===== src/rtl/ind_port_pkg.sv =====
package ind_port_pkg;

  typedef enum logic [3:0] {
    RG_MEM_RPTR   = 4'd0,
    RG_MEM_WPTR   = 4'd1,
    RG_MEM_WDATA  = 4'd2,
    RG_MEM_RDATA  = 4'd3,
    RG_PRPH_WADDR = 4'd4,
    RG_PRPH_RADDR = 4'd5,
    RG_PRPH_WDATA = 4'd6,
    RG_PRPH_RDATA = 4'd7,
    RG_SHR_CTRL   = 4'd8,
    RG_SHR_DATA   = 4'd9
  } reg_sel_e;

  typedef enum logic [1:0] {
    SP_MEM  = 2'd0,
    SP_PRPH = 2'd1,
    SP_SHR  = 2'd2
  } space_e;

  typedef enum logic [2:0] {
    OP_IDLE,
    OP_MEM_DEMAND,
    OP_MEM_PREFETCH,
    OP_MEM_WR,
    OP_PRPH_WR,
    OP_PRPH_RD,
    OP_SHR_WR,
    OP_SHR_RD
  } op_e;

  localparam logic [1:0] SHR_CMD_RD = 2'd2;
  localparam logic [1:0] SHR_CMD_WR = 2'd3;

endpackage


===== src/rtl/ind_ptr_unit.sv =====
module ind_ptr_unit #(
  parameter int AW   = 32,
  parameter int DW   = 32,
  parameter int STEP = 4
) (
  input  logic          clk,
  input  logic          rst_n,
  input  logic          ld_rptr,
  input  logic          ld_wptr,
  input  logic [AW-1:0] ld_val,
  input  logic          adv_rptr,
  input  logic          adv_wptr,
  input  logic          pf_fill,
  input  logic [DW-1:0] pf_fill_data,
  input  logic          pf_drop,
  output logic [AW-1:0] rptr,
  output logic [AW-1:0] wptr,
  output logic [DW-1:0] pf_data,
  output logic          pf_valid
);

  localparam logic [AW-1:0] STEP_V = AW'(STEP);

  always_ff @(posedge clk or negedge rst_n) begin
    if (!rst_n) begin
      rptr <= '0;
    end else if (ld_rptr) begin
      rptr <= ld_val;
    end else if (adv_rptr) begin
      rptr <= rptr + STEP_V;
    end
  end

  always_ff @(posedge clk or negedge rst_n) begin
    if (!rst_n) begin
      wptr <= '0;
    end else if (ld_wptr) begin
      wptr <= ld_val;
    end else if (adv_wptr) begin
      wptr <= wptr + STEP_V;
    end
  end

  always_ff @(posedge clk or negedge rst_n) begin
    if (!rst_n) begin
      pf_valid <= 1'b0;
      pf_data  <= '0;
    end else if (pf_fill) begin
      pf_valid <= 1'b1;
      pf_data  <= pf_fill_data;
    end else if (pf_drop) begin
      pf_valid <= 1'b0;
    end
  end


  rptr_step_chk: assert property (@(posedge clk) disable iff (!rst_n)
    adv_rptr && !ld_rptr |=> rptr == $past(rptr) + STEP_V);


  wptr_step_chk: assert property (@(posedge clk) disable iff (!rst_n)
    adv_wptr && !ld_wptr |=> wptr == $past(wptr) + STEP_V);


  rptr_hold_chk: assert property (@(posedge clk) disable iff (!rst_n)
    (ld_wptr || adv_wptr) && !ld_rptr && !adv_rptr |=> $stable(rptr));

endmodule


===== src/rtl/ind_lane_mask.sv =====
module ind_lane_mask #(
  parameter int NB    = 4,
  parameter int CNT_W = 2
) (
  input  logic [CNT_W-1:0] cnt,
  output logic [NB-1:0]    be
);

  for (genvar i = 0; i < NB; i++) begin : g_lane
    assign be[i] = (CNT_W'(i) <= cnt);
  end

endmodule


===== src/rtl/ind_win_regs.sv =====
module ind_win_regs
  import ind_port_pkg::*;
#(
  parameter int DW = 32
) (
  input  logic          clk,
  input  logic          rst_n,
  input  logic          wr_en,
  input  reg_sel_e      wr_sel,
  input  logic [DW-1:0] wr_data,
  input  logic          shr_fill,
  input  logic [DW-1:0] shr_fill_data,
  output logic [DW-1:0] prph_waddr,
  output logic [DW-1:0] prph_raddr,
  output logic [DW-1:0] shr_ctrl,
  output logic [DW-1:0] shr_data
);

  always_ff @(posedge clk or negedge rst_n) begin
    if (!rst_n) begin
      prph_waddr <= '0;
      prph_raddr <= '0;
      shr_ctrl   <= '0;
    end else if (wr_en) begin
      if (wr_sel == RG_PRPH_WADDR) prph_waddr <= wr_data;
      if (wr_sel == RG_PRPH_RADDR) prph_raddr <= wr_data;
      if (wr_sel == RG_SHR_CTRL)   shr_ctrl   <= wr_data;
    end
  end

  always_ff @(posedge clk or negedge rst_n) begin
    if (!rst_n) begin
      shr_data <= '0;
    end else if (shr_fill) begin
      shr_data <= shr_fill_data;
    end else if (wr_en && wr_sel == RG_SHR_DATA) begin
      shr_data <= wr_data;
    end
  end


  shr_hold_chk: assert property (@(posedge clk) disable iff (!rst_n)
    !shr_fill && !(wr_en && wr_sel == RG_SHR_DATA) |=> $stable(shr_data));

endmodule


===== src/rtl/ind_mem_port.sv =====
module ind_mem_port
  import ind_port_pkg::*;
#(
  parameter int DATA_W  = 32,
  parameter int OFFS_W  = 16,
  parameter int CNT_LSB = 24,
  parameter int CMD_LSB = 28
) (
  input  logic                clk,
  input  logic                rst_n,
  input  logic                host_req_valid,
  output logic                host_req_ready,
  input  logic                host_req_write,
  input  logic [3:0]          host_req_sel,
  input  logic [DATA_W-1:0]   host_req_wdata,
  output logic                host_rsp_valid,
  input  logic                host_rsp_ready,
  output logic [DATA_W-1:0]   host_rsp_rdata,
  output logic                bus_valid,
  input  logic                bus_ready,
  output logic                bus_write,
  output logic [1:0]          bus_space,
  output logic [DATA_W-1:0]   bus_addr,
  output logic [DATA_W/8-1:0] bus_be,
  output logic [DATA_W-1:0]   bus_wdata,
  input  logic [DATA_W-1:0]   bus_rdata
);

  localparam int NB        = DATA_W / 8;
  localparam int CNT_W     = $clog2(NB);
  localparam int WORD_STEP = NB;

  op_e                op_q, op_d;
  logic [DATA_W-1:0]  wd_q;
  logic               rsp_valid_q;
  logic [DATA_W-1:0]  rsp_data_q;

  logic               accept, done;
  reg_sel_e           sel;
  logic [1:0]         req_cmd;

  logic               ld_rptr, ld_wptr, adv_r, adv_w;
  logic               pf_fill, pf_drop;
  logic [DATA_W-1:0]  fill_data;
  logic [DATA_W-1:0]  rptr, wptr, pf_data;
  logic               pf_valid;

  logic               win_wr, shr_fill;
  logic [DATA_W-1:0]  prph_waddr, prph_raddr, shr_ctrl, shr_data;

  logic               rsp_set, wd_load;
  logic [DATA_W-1:0]  rsp_set_data;

  logic [NB-1:0]      w_be, r_be;
  logic [DATA_W-1:0]  r_mask;

  assign sel            = reg_sel_e'(host_req_sel);
  assign req_cmd        = host_req_wdata[CMD_LSB +: 2];
  assign host_req_ready = (op_q == OP_IDLE) && !rsp_valid_q;
  assign accept         = host_req_valid && host_req_ready;
  assign bus_valid      = (op_q != OP_IDLE);
  assign done           = bus_valid && bus_ready;
  assign host_rsp_valid = rsp_valid_q;
  assign host_rsp_rdata = rsp_data_q;

  ind_ptr_unit #(.AW(DATA_W), .DW(DATA_W), .STEP(WORD_STEP)) u_ptr (
    .clk          (clk),
    .rst_n        (rst_n),
    .ld_rptr      (ld_rptr),
    .ld_wptr      (ld_wptr),
    .ld_val       (host_req_wdata),
    .adv_rptr     (adv_r),
    .adv_wptr     (adv_w),
    .pf_fill      (pf_fill),
    .pf_fill_data (fill_data),
    .pf_drop      (pf_drop),
    .rptr         (rptr),
    .wptr         (wptr),
    .pf_data      (pf_data),
    .pf_valid     (pf_valid)
  );

  ind_win_regs #(.DW(DATA_W)) u_win (
    .clk           (clk),
    .rst_n         (rst_n),
    .wr_en         (win_wr),
    .wr_sel        (sel),
    .wr_data       (host_req_wdata),
    .shr_fill      (shr_fill),
    .shr_fill_data (bus_rdata),
    .prph_waddr    (prph_waddr),
    .prph_raddr    (prph_raddr),
    .shr_ctrl      (shr_ctrl),
    .shr_data      (shr_data)
  );

  ind_lane_mask #(.NB(NB), .CNT_W(CNT_W)) u_wmask (
    .cnt (prph_waddr[CNT_LSB +: CNT_W]),
    .be  (w_be)
  );

  ind_lane_mask #(.NB(NB), .CNT_W(CNT_W)) u_rmask (
    .cnt (prph_raddr[CNT_LSB +: CNT_W]),
    .be  (r_be)
  );

  for (genvar i = 0; i < NB; i++) begin : g_rmask
    assign r_mask[8*i +: 8] = {8{r_be[i]}};
  end

  // Request decode and back-end completion handling.
  always_comb begin
    op_d         = op_q;
    ld_rptr      = 1'b0;
    ld_wptr      = 1'b0;
    adv_r        = 1'b0;
    adv_w        = 1'b0;
    pf_fill      = 1'b0;
    pf_drop      = 1'b0;
    fill_data    = bus_rdata;
    win_wr       = 1'b0;
    shr_fill     = 1'b0;
    rsp_set      = 1'b0;
    rsp_set_data = '0;
    wd_load      = 1'b0;

    if (accept) begin
      win_wr = host_req_write;
      case (sel)
        RG_MEM_RPTR: begin
          rsp_set = 1'b1;
          if (host_req_write) begin
            ld_rptr = 1'b1;
            pf_drop = 1'b1;
            op_d    = OP_MEM_PREFETCH;
          end else begin
            rsp_set_data = rptr;
          end
        end
        RG_MEM_WPTR: begin
          rsp_set = 1'b1;
          if (host_req_write) ld_wptr = 1'b1;
          else rsp_set_data = wptr;
        end
        RG_MEM_WDATA: begin
          if (host_req_write) begin
            wd_load = 1'b1;
            op_d    = OP_MEM_WR;
          end else begin
            rsp_set = 1'b1;
          end
        end
        RG_MEM_RDATA: begin
          if (host_req_write) begin
            rsp_set = 1'b1;
          end else if (pf_valid) begin
            rsp_set      = 1'b1;
            rsp_set_data = pf_data;
            adv_r        = 1'b1;
            pf_drop      = 1'b1;
            op_d         = OP_MEM_PREFETCH;
          end else begin
            op_d = OP_MEM_DEMAND;
          end
        end
        RG_PRPH_WADDR: begin
          rsp_set = 1'b1;
          if (!host_req_write) rsp_set_data = prph_waddr;
        end
        RG_PRPH_RADDR: begin
          rsp_set = 1'b1;
          if (!host_req_write) rsp_set_data = prph_raddr;
        end
        RG_PRPH_WDATA: begin
          if (host_req_write) begin
            wd_load = 1'b1;
            op_d    = OP_PRPH_WR;
          end else begin
            rsp_set = 1'b1;
          end
        end
        RG_PRPH_RDATA: begin
          if (host_req_write) rsp_set = 1'b1;
          else op_d = OP_PRPH_RD;
        end
        RG_SHR_CTRL: begin
          if (host_req_write && req_cmd == SHR_CMD_WR) begin
            op_d = OP_SHR_WR;
          end else if (host_req_write && req_cmd == SHR_CMD_RD) begin
            op_d = OP_SHR_RD;
          end else begin
            rsp_set = 1'b1;
            if (!host_req_write) rsp_set_data = shr_ctrl;
          end
        end
        RG_SHR_DATA: begin
          rsp_set = 1'b1;
          if (!host_req_write) rsp_set_data = shr_data;
        end
        default: rsp_set = 1'b1;
      endcase
    end else if (done) begin
      op_d = OP_IDLE;
      case (op_q)
        OP_MEM_PREFETCH: pf_fill = 1'b1;
        OP_MEM_DEMAND: begin
          rsp_set      = 1'b1;
          rsp_set_data = bus_rdata;
          adv_r        = 1'b1;
          op_d         = OP_MEM_PREFETCH;
        end
        OP_MEM_WR: begin
          rsp_set = 1'b1;
          adv_w   = 1'b1;
          if (wptr == rptr) begin
            pf_fill   = 1'b1;
            fill_data = wd_q;
          end
        end
        OP_PRPH_RD: begin
          rsp_set      = 1'b1;
          rsp_set_data = bus_rdata & r_mask;
        end
        OP_SHR_RD: begin
          rsp_set  = 1'b1;
          shr_fill = 1'b1;
        end
        default: rsp_set = 1'b1;
      endcase
    end
  end

  // Back-end request fields, held by the registered operation.
  always_comb begin
    bus_write = 1'b0;
    bus_space = SP_MEM;
    bus_addr  = '0;
    bus_be    = '1;
    bus_wdata = '0;
    case (op_q)
      OP_MEM_PREFETCH, OP_MEM_DEMAND: begin
        bus_addr = rptr;
      end
      OP_MEM_WR: begin
        bus_write = 1'b1;
        bus_addr  = wptr;
        bus_wdata = wd_q;
      end
      OP_PRPH_WR: begin
        bus_write = 1'b1;
        bus_space = SP_PRPH;
        bus_addr  = {{(DATA_W-OFFS_W){1'b0}}, prph_waddr[OFFS_W-1:0]};
        bus_be    = w_be;
        bus_wdata = wd_q;
      end
      OP_PRPH_RD: begin
        bus_space = SP_PRPH;
        bus_addr  = {{(DATA_W-OFFS_W){1'b0}}, prph_raddr[OFFS_W-1:0]};
        bus_be    = r_be;
      end
      OP_SHR_WR: begin
        bus_write = 1'b1;
        bus_space = SP_SHR;
        bus_addr  = {{(DATA_W-OFFS_W){1'b0}}, shr_ctrl[OFFS_W-1:0]};
        bus_wdata = shr_data;
      end
      OP_SHR_RD: begin
        bus_space = SP_SHR;
        bus_addr  = {{(DATA_W-OFFS_W){1'b0}}, shr_ctrl[OFFS_W-1:0]};
      end
      default: bus_be = '0;
    endcase
  end

  always_ff @(posedge clk or negedge rst_n) begin
    if (!rst_n) begin
      op_q        <= OP_IDLE;
      wd_q        <= '0;
      rsp_valid_q <= 1'b0;
      rsp_data_q  <= '0;
    end else begin
      op_q <= op_d;
      if (wd_load) wd_q <= host_req_wdata;
      if (rsp_set) begin
        rsp_valid_q <= 1'b1;
        rsp_data_q  <= rsp_set_data;
      end else if (host_rsp_ready) begin
        rsp_valid_q <= 1'b0;
      end
    end
  end


  bus_hold_chk: assert property (@(posedge clk) disable iff (!rst_n)
    bus_valid && !bus_ready |=> bus_valid && $stable(bus_addr) &&
      $stable(bus_write) && $stable(bus_space) && $stable(bus_wdata));


  rsp_hold_chk: assert property (@(posedge clk) disable iff (!rst_n)
    host_rsp_valid && !host_rsp_ready |=> host_rsp_valid && $stable(host_rsp_rdata));


  accept_quiet_chk: assert property (@(posedge clk) disable iff (!rst_n)
    host_req_valid && host_req_ready |-> !bus_valid);


  prph_lane0_chk: assert property (@(posedge clk) disable iff (!rst_n)
    bus_valid && bus_space == SP_PRPH |-> bus_be[0]);


  shr_full_chk: assert property (@(posedge clk) disable iff (!rst_n)
    bus_valid && bus_space == SP_SHR |-> &bus_be);

endmodule


===== config.mk =====
export PLATFORM = sky130hd
export DESIGN_NAME = ind_mem_port
export DESIGN_NICKNAME = d
export VERILOG_FILES = /design/src/rtl/ind_port_pkg.sv /design/src/rtl/ind_ptr_unit.sv /design/src/rtl/ind_lane_mask.sv /design/src/rtl/ind_win_regs.sv /design/src/rtl/ind_mem_port.sv
export SDC_FILE = /design/constraint.sdc
export NUM_CORES = 1
export LEC_CHECK = 0
export BUFFER_PORTS_ARGS = -buffer_cell sky130_fd_sc_hd__buf_2
export CAP_MARGIN = 5
export CORE_MARGIN = 4
export CORE_UTILIZATION = 50
export CTS_BUF_LIST = sky130_fd_sc_hd__clkbuf_4 sky130_fd_sc_hd__clkbuf_8
export CTS_CLUSTER_DIAMETER = 120
export DETAILED_ROUTE_END_ITERATION = 6
export GPL_TIMING_DRIVEN = 0
export PLACE_DENSITY_LB_ADDON = 0.12
export SLEW_MARGIN = 10
export SYNTH_ARGS = -nofsm -noshare
export SYNTH_HDL_FRONTEND = slang
export SYNTH_HIERARCHICAL = 1
export SYNTH_SLANG_ARGS = --single-unit

===== constraint.sdc =====
create_clock -name clk -period 7.14 [get_ports clk]
set_input_delay 0.714 -clock clk [delete_from_list [all_inputs] [get_ports clk]]
set_output_delay 0.714 -clock clk [all_outputs]
set_load 0.02 [all_outputs]

==> results of run 1 <==
## cell usage in the layout (no fill, tap or decap), types with 6 or more instances in the layout
cell / n
nand2_1: 98
mux2_4: 30
o21ai_0: 40
a21oi_1: 12
mux2_2: 229
buf_4: 6
a222oi_1: 32
nor2b_1: 6
buf_2: 195
clkbuf_4: 20
a31oi_1: 33
dfrtp_1: 293
a22o_1: 49
xor2_1: 66
o21bai_1: 6
a22oi_1: 97
nor2_1: 29
buf_6: 9
mux2_1: 10
nand3_1: 47
o21ai_1: 13
and3_1: 13
a221o_1: 32
clkbuf_8: 64
xnor2_1: 24
inv_1: 15
clkbuf_1: 76
nand2b_1: 6
nor3_1: 11
nor4_1: 7
nand4_1: 30
## power groups by stage
stage               Combinational, mW  Clock (mW)  Sequential (mW)
finish                           1.91        1.64             2.92
global route                     2.06        1.75             2.99
CTS                              1.90        1.66             2.90
detailed placement               1.90           0             2.92
global placement                 1.84           0             2.91
floorplan                        1.25           0             2.81
## state kept, by name, indices dropped and copies added (netlist names), 32 cells and up
name	flops
u_win/shr_data	32
wd_q	32
u_win/prph_waddr	32
u_ptr/rptr	32
u_win/prph_raddr	32
u_ptr/pf_data	32
host_rsp_rdata	32
u_ptr/wptr	32
u_win/shr_ctrl	32
## kinds of logic (layout without fill, tap and decap cells)
kind of cell	count (synthesis)	after routing	synth area share [%]
other	2	4	0.04738
and+or+nand+nor	280	280	9.260
muxes	274	274	20.14
AOI/OAI and AO/OA	324	324	15.47
DFF	293	293	46.26
xor gates and xnor gates	90	90	4.974
buffers and inverters	126	399	3.695
adders and majority gates	2	2	0.1579
## stage by stage
stage	utilization, %	instance area, sq um
global route	59.65	18440
CTS	59.61	18430
finish	59.66	18440
detailed placement	56.08	17330
global placement	55.78	17240
floorplan	-	15850
## worst paths after layout
| path | startpoint | endpoint | slack [ps] | cells past startpoint |
|---|---|---|---|---|
| setup / recovery | op_q[1] | bus_wdata[15] | 2750 | 7 |
| hold / removal | rst_n | op_q[2] | 50 | 1 |
| setup reg to reg | u_ptr/pf_valid | u_ptr/rptr[31] | 3320 | 10 |
| hold reg to reg | u_win/prph_waddr[27] | u_win/prph_waddr[27] | 500 | 1 |
| max in group asynchronous | rst_n | u_win/prph_raddr[19] | 5960 | 3 |
| min in group clk | host_rsp_ready | host_rsp_valid | 310 | 2 |
## cell type report
type | count | area share (%)
Antenna cell | 2 | 0.02714
Buffer | 111 | 2.870
Clock buffer | 84 | 5.591
Clock inverter | 7 | 0.3393
Inverter | 15 | 0.3053
Multi-Input combinational cell | 972 | 43.06
Sequential cell | 293 | 39.76
Tap cell | 396 | 2.687
Timing Repair Buffer | 182 | 5.360
## synth_stat cells (15+ instances only)
cell	instances
nand3_1	47
inv_1	15
xor2_1	66
xnor2_1	24
mux2_2	229
a22oi_1	97
nor2_1	29
buf_2	17
nand2_1	98
a31oi_1	33
a221o_1	32
a22o_1	49
dfrtp_1	293
mux2_4	30
a222oi_1	32
clkbuf_1	76
nand4_1	30
o21ai_0	40
## routing by layer
layer,GRT usage [%],wire length (um)
met5,0,0
met4,11.02,1714
met3,6.195,4408
met2,47.80,24300
met1,41.05,22480
==> impl_metrics.json, run 1 <==
{
  "start_util_pct": 51.28,
  "grt_pass1_wl_mm": 79.81,
  "synth_cells": 1391,
  "regArea_sq_um": 7332,
  "hold_viol": 0,
  "finalMaxSlewViolations": 0,
  "start_kind": "flip-flop",
  "rsz0062_at_grt": "false",
  "clockRootBuffer": "clkbuf_8",
  "layout_setup_ws_ps": 2752,
  "tightest_slew_ps": 1172,
  "grt_util_all_layers_pct": 30.09,
  "insertion_delay_ps": 570,
  "drt_iter0_drc": 1526,
  "internal_power_mw": 4.127,
  "clock_sinks": 293,
  "max_stage_delay_ps": 740,
  "syn2layout_area_growth_pct": 16.35,
  "synth-seq-cells": 293,
  "route.vias.total": 13158,
  "drc": 2,
  "rows": 64,
  "grt_pass1_vias": 13455,
  "synth_edf_count": 0,
  "cts-htree-levels": 2,
  "nets": 1702,
  "path_delay_family": "buffers and inverters",
  "drive_above_1_share_pct": 35.10,
  "max_freq_mhz": 227.9,
  "violations": "DRC",
  "ios": 180,
  "cts_hold_buf": 0,
  "powerDensity_nw_per_um2": 351.2,
  "irDropWorstVdd_mv": 0.2326,
  "hp-class": "input port to asynchronous set/reset pin",
  "multi_input_area_sq_um": 7940,
  "worst-path-buf-inv": 4,
  "period_minus_slack_ps": 4388,
  "crit_chain": "clkbuf_1, nor3_2, or2_2, clkbuf_1, clkbuf_1, a22o_1, buf_2",
  "path_class": "flip-flop to output port",
  "maxCapViolCount": 0,
  "period_share_pct": 61.46,
  "tns_ps": 0,
  "dp_slack_ps": 2678,
  "holdWs_ps": 46.77,
  "cts_tree": "built",
  "postRouteAntennaNets": 0,
  "p_comb_share_pct": 29.6,
  "wire_per_inst_um": 25.66,
  "power_leakage_nw": 8.418,
  "skew_ps": 16.27,
  "fin_total_pwr_mw": 6.476,
  "grt-ovfl-total": 0,
  "ys_seq_area_share_pct": 46.26,
  "clkPwrFrac_pct": 25.3,
  "fill_cells": 2669,
  "grt_max_degree": 89,
  "cts_made_buffers": 51,
  "netlist_area_sq_um": 15850,
  "cts_resized": 0,
  "switchingPower_mw": 2.349,
  "maxSlewHeadroom_pct": 21.90,
  "synth.top_cells.by_area": "dfrtp_1, mux2_2, a22oi_1",
  "worstPathMaxFanout": 10,
  "yosysWarnings": 6,
  "vias_per_cell": 6.381,
  "clockBufferDepth": 3,
  "outcome": "finished with violations",
  "cpMaxStageDelayCell": "nor3_2",
  "setup_violations": 0,
  "synth_area_per_cell_sq_um": 11.39,
  "coreArea_sq_um": 30910,
  "io_buffers": 179,
  "post_cts_buffers": 0,
  "dieArea_sq_um": 34610,
  "die-height_um": 186.0,
  "ys.flop_type": "dfrtp_1",
  "place_hpwl_mm": 37.22,
  "wl_mm": 52.91,
  "swShare_pct": 36.27,
  "synth_fp_nets": 1467,
  "p_seq_share_pct": 45.2,
  "first_pass_iters": 7,
  "async_flop_share_pct": 100.0,
  "die_x_um": 186.0,
  "place_inst": 1969,
  "synth_cell_types": 54,
  "required_ps": 6430,
  "instances_no_fill": 2062,
  "place_congestion": 0.9236,
  "synth_top_area_cell": "dfrtp_1",
  "crit_path_end_kind": "output port",
  "cp_data_arrival_time_ps": 3670,
  "cts.reportedPaths.clkPinSlew_ps": 60,
  "crit_top_cell": "clkbuf_1",
  "grt_antenna_before_repair": 1,
  "netlist.area_leader.share_pct": 46.26
}
Power figures use the tool's default switching activity.
==> inputs of run 2 (changes only) <==
clock period = 4.4 ns   (was 7.14 ns; I/O delays follow)
==> run 2 against run 1 <==
The run now ends clean. First-iteration DRC count increased by 2.7%. Sequential power increased by 62%. Worst hold slack got worse by 6.5 ps. Clock skew increased by 3.3 ps. Cell count about the same. Utilization about the same. Count of clock-buffer cells in the layout unchanged. Sequential cell count unchanged. Power increased by 62%. Clock power increased by 62%. Worst setup slack got worse by 2500 ps. Critical path type unchanged. Highest routed layer unchanged.
==> impl_metrics.json, run 2 (synthesized netlist as in run 1, its figures left out) <==
{
  "drc": 0,
  "layout_common_cells": "dfrtp_1, mux2_2, buf_2, nand2_1, a22oi_1",
  "dieArea_sq_um": 34610,
  "outcome": "finished, final reports clean",
  "internal_power_mw": 6.697,
  "start_util_pct": 51.28,
  "maxSlewHeadroom_pct": 15.85,
  "irDropWorstVdd_mv": 0.3740,
  "ios": 180,
  "grt_max_degree": 89,
  "powerDensity_nw_per_um2": 569.5,
  "insertion_delay_ps": 580,
  "clockRootBuffer": "clkbuf_8",
  "rows": 64,
  "crit_path_end_kind": "output port",
  "r2r-end": "u_ptr/rptr[31]",
  "rsz0062_at_grt": "false",
  "grt_pass1_vias": 13461,
  "postRouteAntennaNets": 0,
  "start_kind": "flip-flop",
  "cts-htree-levels": 2,
  "place_inst": 1969,
  "worstHoldStart": "host_rsp_ready",
  "cts_tree": "built",
  "final_util_pct": 59.69,
  "die-height_um": 186.0,
  "worstReg2RegStart": "u_ptr/pf_valid",
  "setup_violations": 0,
  "swShare_pct": 36.26,
  "hp-class": "input port to flip-flop",
  "design_area_sq_um": 18450,
  "vias_per_cell": 6.421,
  "cts.reportedPaths.clkPinSlew_ps": 60,
  "p_comb_share_pct": 29.6,
  "wl_mm": 52.95,
  "place_congestion": 0.9236,
  "io_buffers": 179,
  "worstPathMaxFanout": 10,
  "tightest_slew_ps": 1262,
  "period_minus_slack_ps": 4122,
  "first_pass_iters": 7,
  "finalMaxSlewViolations": 0,
  "skew_ps": 19.60,
  "clockBufferDepth": 3,
  "required_ps": 3960,
  "min_to": "host_rsp_valid",
  "syn2layout_area_growth_pct": 16.41,
  "clock_sinks": 293,
  "rr_worst_depth": 10,
  "cts_made_buffers": 51,
  "fin_total_pwr_mw": 10.51,
  "reg2reg_slack_ps": 580,
  "clkPwrFrac_pct": 25.3,
  "grt_pass1_wl_mm": 79.84,
  "period_share_pct": 93.68,
  "power_leakage_nw": 8.422,
  "place_hpwl_mm": 37.22,
  "nets": 1703,
  "die_x_um": 186.0,
  "path_class": "flip-flop to output port",
  "max_freq_mhz": 242.6,
  "cp_data_arrival_time_ps": 3680,
  "route.vias.total": 13246,
  "grt_util_all_layers_pct": 30.10,
  "coreArea_sq_um": 30910,
  "drive_above_1_share_pct": 35.08,
  "drt_iter0_drc": 1567,
  "grt_antenna_before_repair": 1,
  "switchingPower_mw": 3.810,
  "wire_per_inst_um": 25.67,
  "instances_no_fill": 2063,
  "grt-ovfl-total": 0,
  "tns_ps": 0,
  "placed_cell_area_sq_um": 17330,
  "hold_viol": 0,
  "p_seq_share_pct": 45.2,
  "maxCapViolCount": 0,
  "layout_commonest_cell": "dfrtp_1",
  "post_cts_buffers": 0,
  "hold_depth": 2
}
run 2: cell count changes in the layout (fill, tap and decap cells not counted), sizes merged:
cell	previous run	this run
dlygate4sd3	0	1
run 2: layout make-up:
cell class                      instances  area [sq um]
Antenna cell                            2         5.005
Buffer                                111         529.3
Clock buffer                           84          1031
Clock inverter                          7         62.56
Fill cell                            2668         12460
Inverter                               15         56.30
Multi-Input combinational cell        972          7940
Sequential cell                       293          7332
Tap cell                              396         495.5
Timing Repair Buffer                  183         998.5
run 2: per-layer routing:
metal	share of wire, %	up-vias	global-route usage, %	wire, um
met5	0	-	0	0
met4	3.3	0	11.08	1739
met3	8.3	129	6.156	4379
met2	46	693	47.83	24220
met1	43	6687	41.06	22610
li1	-	5737	-	-
run 2: metrics by stage:
| step | setup slack (ps) | hold slack [ps] |
|---|---|---|
| after global routing | 138.0 | 49.04 |
| after global placement | -2835 | 474.4 |
| after CTS | 286.0 | 28.56 |
| after floorplan | 1466 | 144.4 |
| after detailed placement | 212.4 | 389.3 |
| final | 277.9 | 40.22 |
run 2: worst max path at each step:
stage | startpoint | to | slack [ps]
floorplan | host_req_sel[0] | u_ptr/rptr[31] | 1470
global placement | rst_n | host_rsp_rdata[15] | -2830
detailed placement | host_req_sel[0] | u_ptr/rptr[0] | 210
CTS | op_q[1] | bus_wdata[15] | 290
global route | op_q[1] | bus_wdata[15] | 140
finish | op_q[1] | bus_wdata[15] | 280
run 2: power by group through the flow:
stage	clock, mW	sequential [mW]	combinational [mW]
finish	2.66	4.74	3.11
global placement	0	4.72	2.99
detailed placement	0	4.75	3.08
global route	2.83	4.86	3.34
floorplan	0	4.56	2.02
CTS	2.70	4.71	3.09
run 2: repair_timing:
| item | 4_1_cts | 5_1_grt |
|---|---|---|
| hold buffers | 1 | 0 |
| gates resized for setup | 1 | 0 |
| endpoints found under the setup margin | 10 | 0 |
| endpoints found under the hold margin | 50 | 0 |
run 2: worst max-delay path, stage by stage, from the launching register on:
cell and delay [ps]:
dfrtp_1 430, clkbuf_1 280, nor3_2 750, or2_2 230
clkbuf_1 280, clkbuf_1 680, a22o_1 280, buf_2 170
==> inputs of run 3 (changes only) <==
CORE_UTILIZATION = 61   (was 50)
CTS_CLUSTER_DIAMETER = 50   (was 120)
==> run 3 against run 2 <==
Combinational power barely moved. Critical endpoint is now bus_wdata[14]. Sequential cell count did not move. Routed wire length down 1.8%. Largest power group unchanged. Worst setup slack worse by 49 ps. Sequential share of layout area decreased by 0.16 points. Clock power rose by 17%. Maximum frequency fell by 1.2%. Power rose by 4.6%. Register-to-register slack lost 170 ps.
==> impl_metrics.json, run 3 (synthesized netlist as in run 1, its figures left out) <==
{
  "outcome": "finished, final reports clean",
  "rows": 58,
  "grt-ovfl-total": 0,
  "multi_input_area_sq_um": 7936,
  "fill_cells": 1839,
  "period_share_pct": 94.79,
  "wl_mm": 51.98,
  "r2r-end": "u_ptr/rptr[28]",
  "first_pass_iters": 6,
  "die-height_um": 169.2,
  "syn2layout_area_growth_pct": 16.89,
  "worstReg2RegStart": "u_ptr/pf_valid",
  "wire_per_inst_um": 26.01,
  "clock_sinks": 293,
  "route.vias.total": 13591,
  "dieArea_sq_um": 28630,
  "cts_tree": "built",
  "maxCapViolCount": 0,
  "post_cts_buffers": 0,
  "grt_max_degree": 109,
  "drt_iter0_drc": 1722,
  "rsz0062_at_grt": "false",
  "power_leakage_nw": 8.493,
  "path_class": "flip-flop to output port",
  "start_kind": "flip-flop",
  "place_hpwl_mm": 35.87,
  "irDropWorstVdd_mv": 0.3713,
  "cts-htree-levels": 2,
  "dp_slack_ps": 212.9,
  "nets": 1701,
  "layout_common_cells": "dfrtp_1, mux2_2, buf_2, nand2_1, a22oi_1",
  "clockRootBuffer": "clkbuf_8",
  "postRouteAntennaNets": 0,
  "period_minus_slack_ps": 4171,
  "worstHoldStart": "host_rsp_ready",
  "place_congestion": 0.9738,
  "io_buffers": 179,
  "cts_made_buffers": 50,
  "ios": 180,
  "maxSlewHeadroom_pct": 7.192,
  "layout_commonest_cell": "dfrtp_1",
  "hp-class": "input port to flip-flop",
  "max_freq_mhz": 239.8,
  "start_util_pct": 62.40,
  "drive_above_1_share_pct": 35.05,
  "grt_antenna_before_repair": 2,
  "crit_path_end_kind": "output port",
  "fin_total_pwr_mw": 10.99,
  "skew_ps": 22.27,
  "rr_worst_depth": 10,
  "vias_per_cell": 6.802,
  "placed_cell_area_sq_um": 17220,
  "setup_violations": 0,
  "hold_depth": 2,
  "grt_pass1_vias": 13698,
  "final_util_pct": 72.94,
  "regArea_sq_um": 7332,
  "drc": 0,
  "hold_viol": 0,
  "layout_setup_ws_ps": 229.2,
  "powerDensity_nw_per_um2": 593.4,
  "grt_util_all_layers_pct": 35.45,
  "finalMaxSlewViolations": 0,
  "design_area_sq_um": 18530,
  "cp_data_arrival_time_ps": 3730,
  "grt_pass1_wl_mm": 79.34,
  "reg2reg_slack_ps": 410,
  "min_to": "host_rsp_valid",
  "worstPathMaxFanout": 10,
  "required_ps": 3960,
  "cts.reportedPaths.clkPinSlew_ps": 50,
  "coreArea_sq_um": 25400,
  "tns_ps": 0,
  "die_x_um": 169.2,
  "insertion_delay_ps": 580,
  "clockBufferDepth": 3,
  "tightest_slew_ps": 1392
}
run 3: metrics by stage:
stage / std cells / hold WS (ps)
6_report: 1998 / 46.40
5_1_grt: 1997 / 52.96
4_1_cts: 1996 / 29.90
3_5_place_dp: 1902 / 485.8
3_3_place_gp: 1900 / 476.6
2_1_floorplan: 1391 / 144.4
run 3: layout make-up:
cell class / instances / share of cell area (%)
flip-flops and latches: 293 / 39.58
well taps: 330 / 2.229
clock buffers: 78 / 5.288
repair buffers: 182 / 5.241
plain buffers: 111 / 2.857
clock inverters: 15 / 1.634
inverters: 15 / 0.3039
diodes: 2 / 0.02702
multi-input cells: 972 / 42.84
run 3: worst max-delay path by stage:
stage,slack (ps),from,to,depth (start not counted)
6_report,230,op_q[1],bus_wdata[14],7
5_1_grt,190,op_q[1],bus_wdata[14],7
4_1_cts,350,op_q[1],bus_wdata[14],7
3_5_place_dp,210,host_req_sel[0],u_ptr/rptr[28],12
3_3_place_gp,-2670,rst_n,wd_q[7],1
2_1_floorplan,1470,host_req_sel[0],u_ptr/rptr[31],11
run 3: timing repair:
action,in CTS,in global routing
endpoints found under the hold margin,84,0
resized for setup,1,0
setup endpoints to repair,10,0
hold buffers,1,0
run 3: where the power goes:
part           total, mW  leakage (nW)  internal [mW]  switching, mW
combinational       3.13          3.98           1.47           1.66
clock               3.10         0.669           1.95           1.15
sequential          4.77          3.84           3.70           1.07
run 3: per-layer routing:
layer  routed length [um]  vias up  global-route usage [%]  part of all wire [%]
met1                20960     6792                   49.52                    40
met4                 2327        2                   16.87                   4.5
met2                23110      894                   52.93                    44
li1                     -     5739                       -                     -
met3                 5564      164                   8.083                    11
met5                   13        -                       0                 0.025
run 3: worst max-delay path, stage by stage, from the launching register on:
cell      delay (ps)
dfrtp_1          440
clkbuf_1         300
nor3_2           650
or2_2            220
clkbuf_1         290
clkbuf_1         800
a22o_1           270
buf_2            160
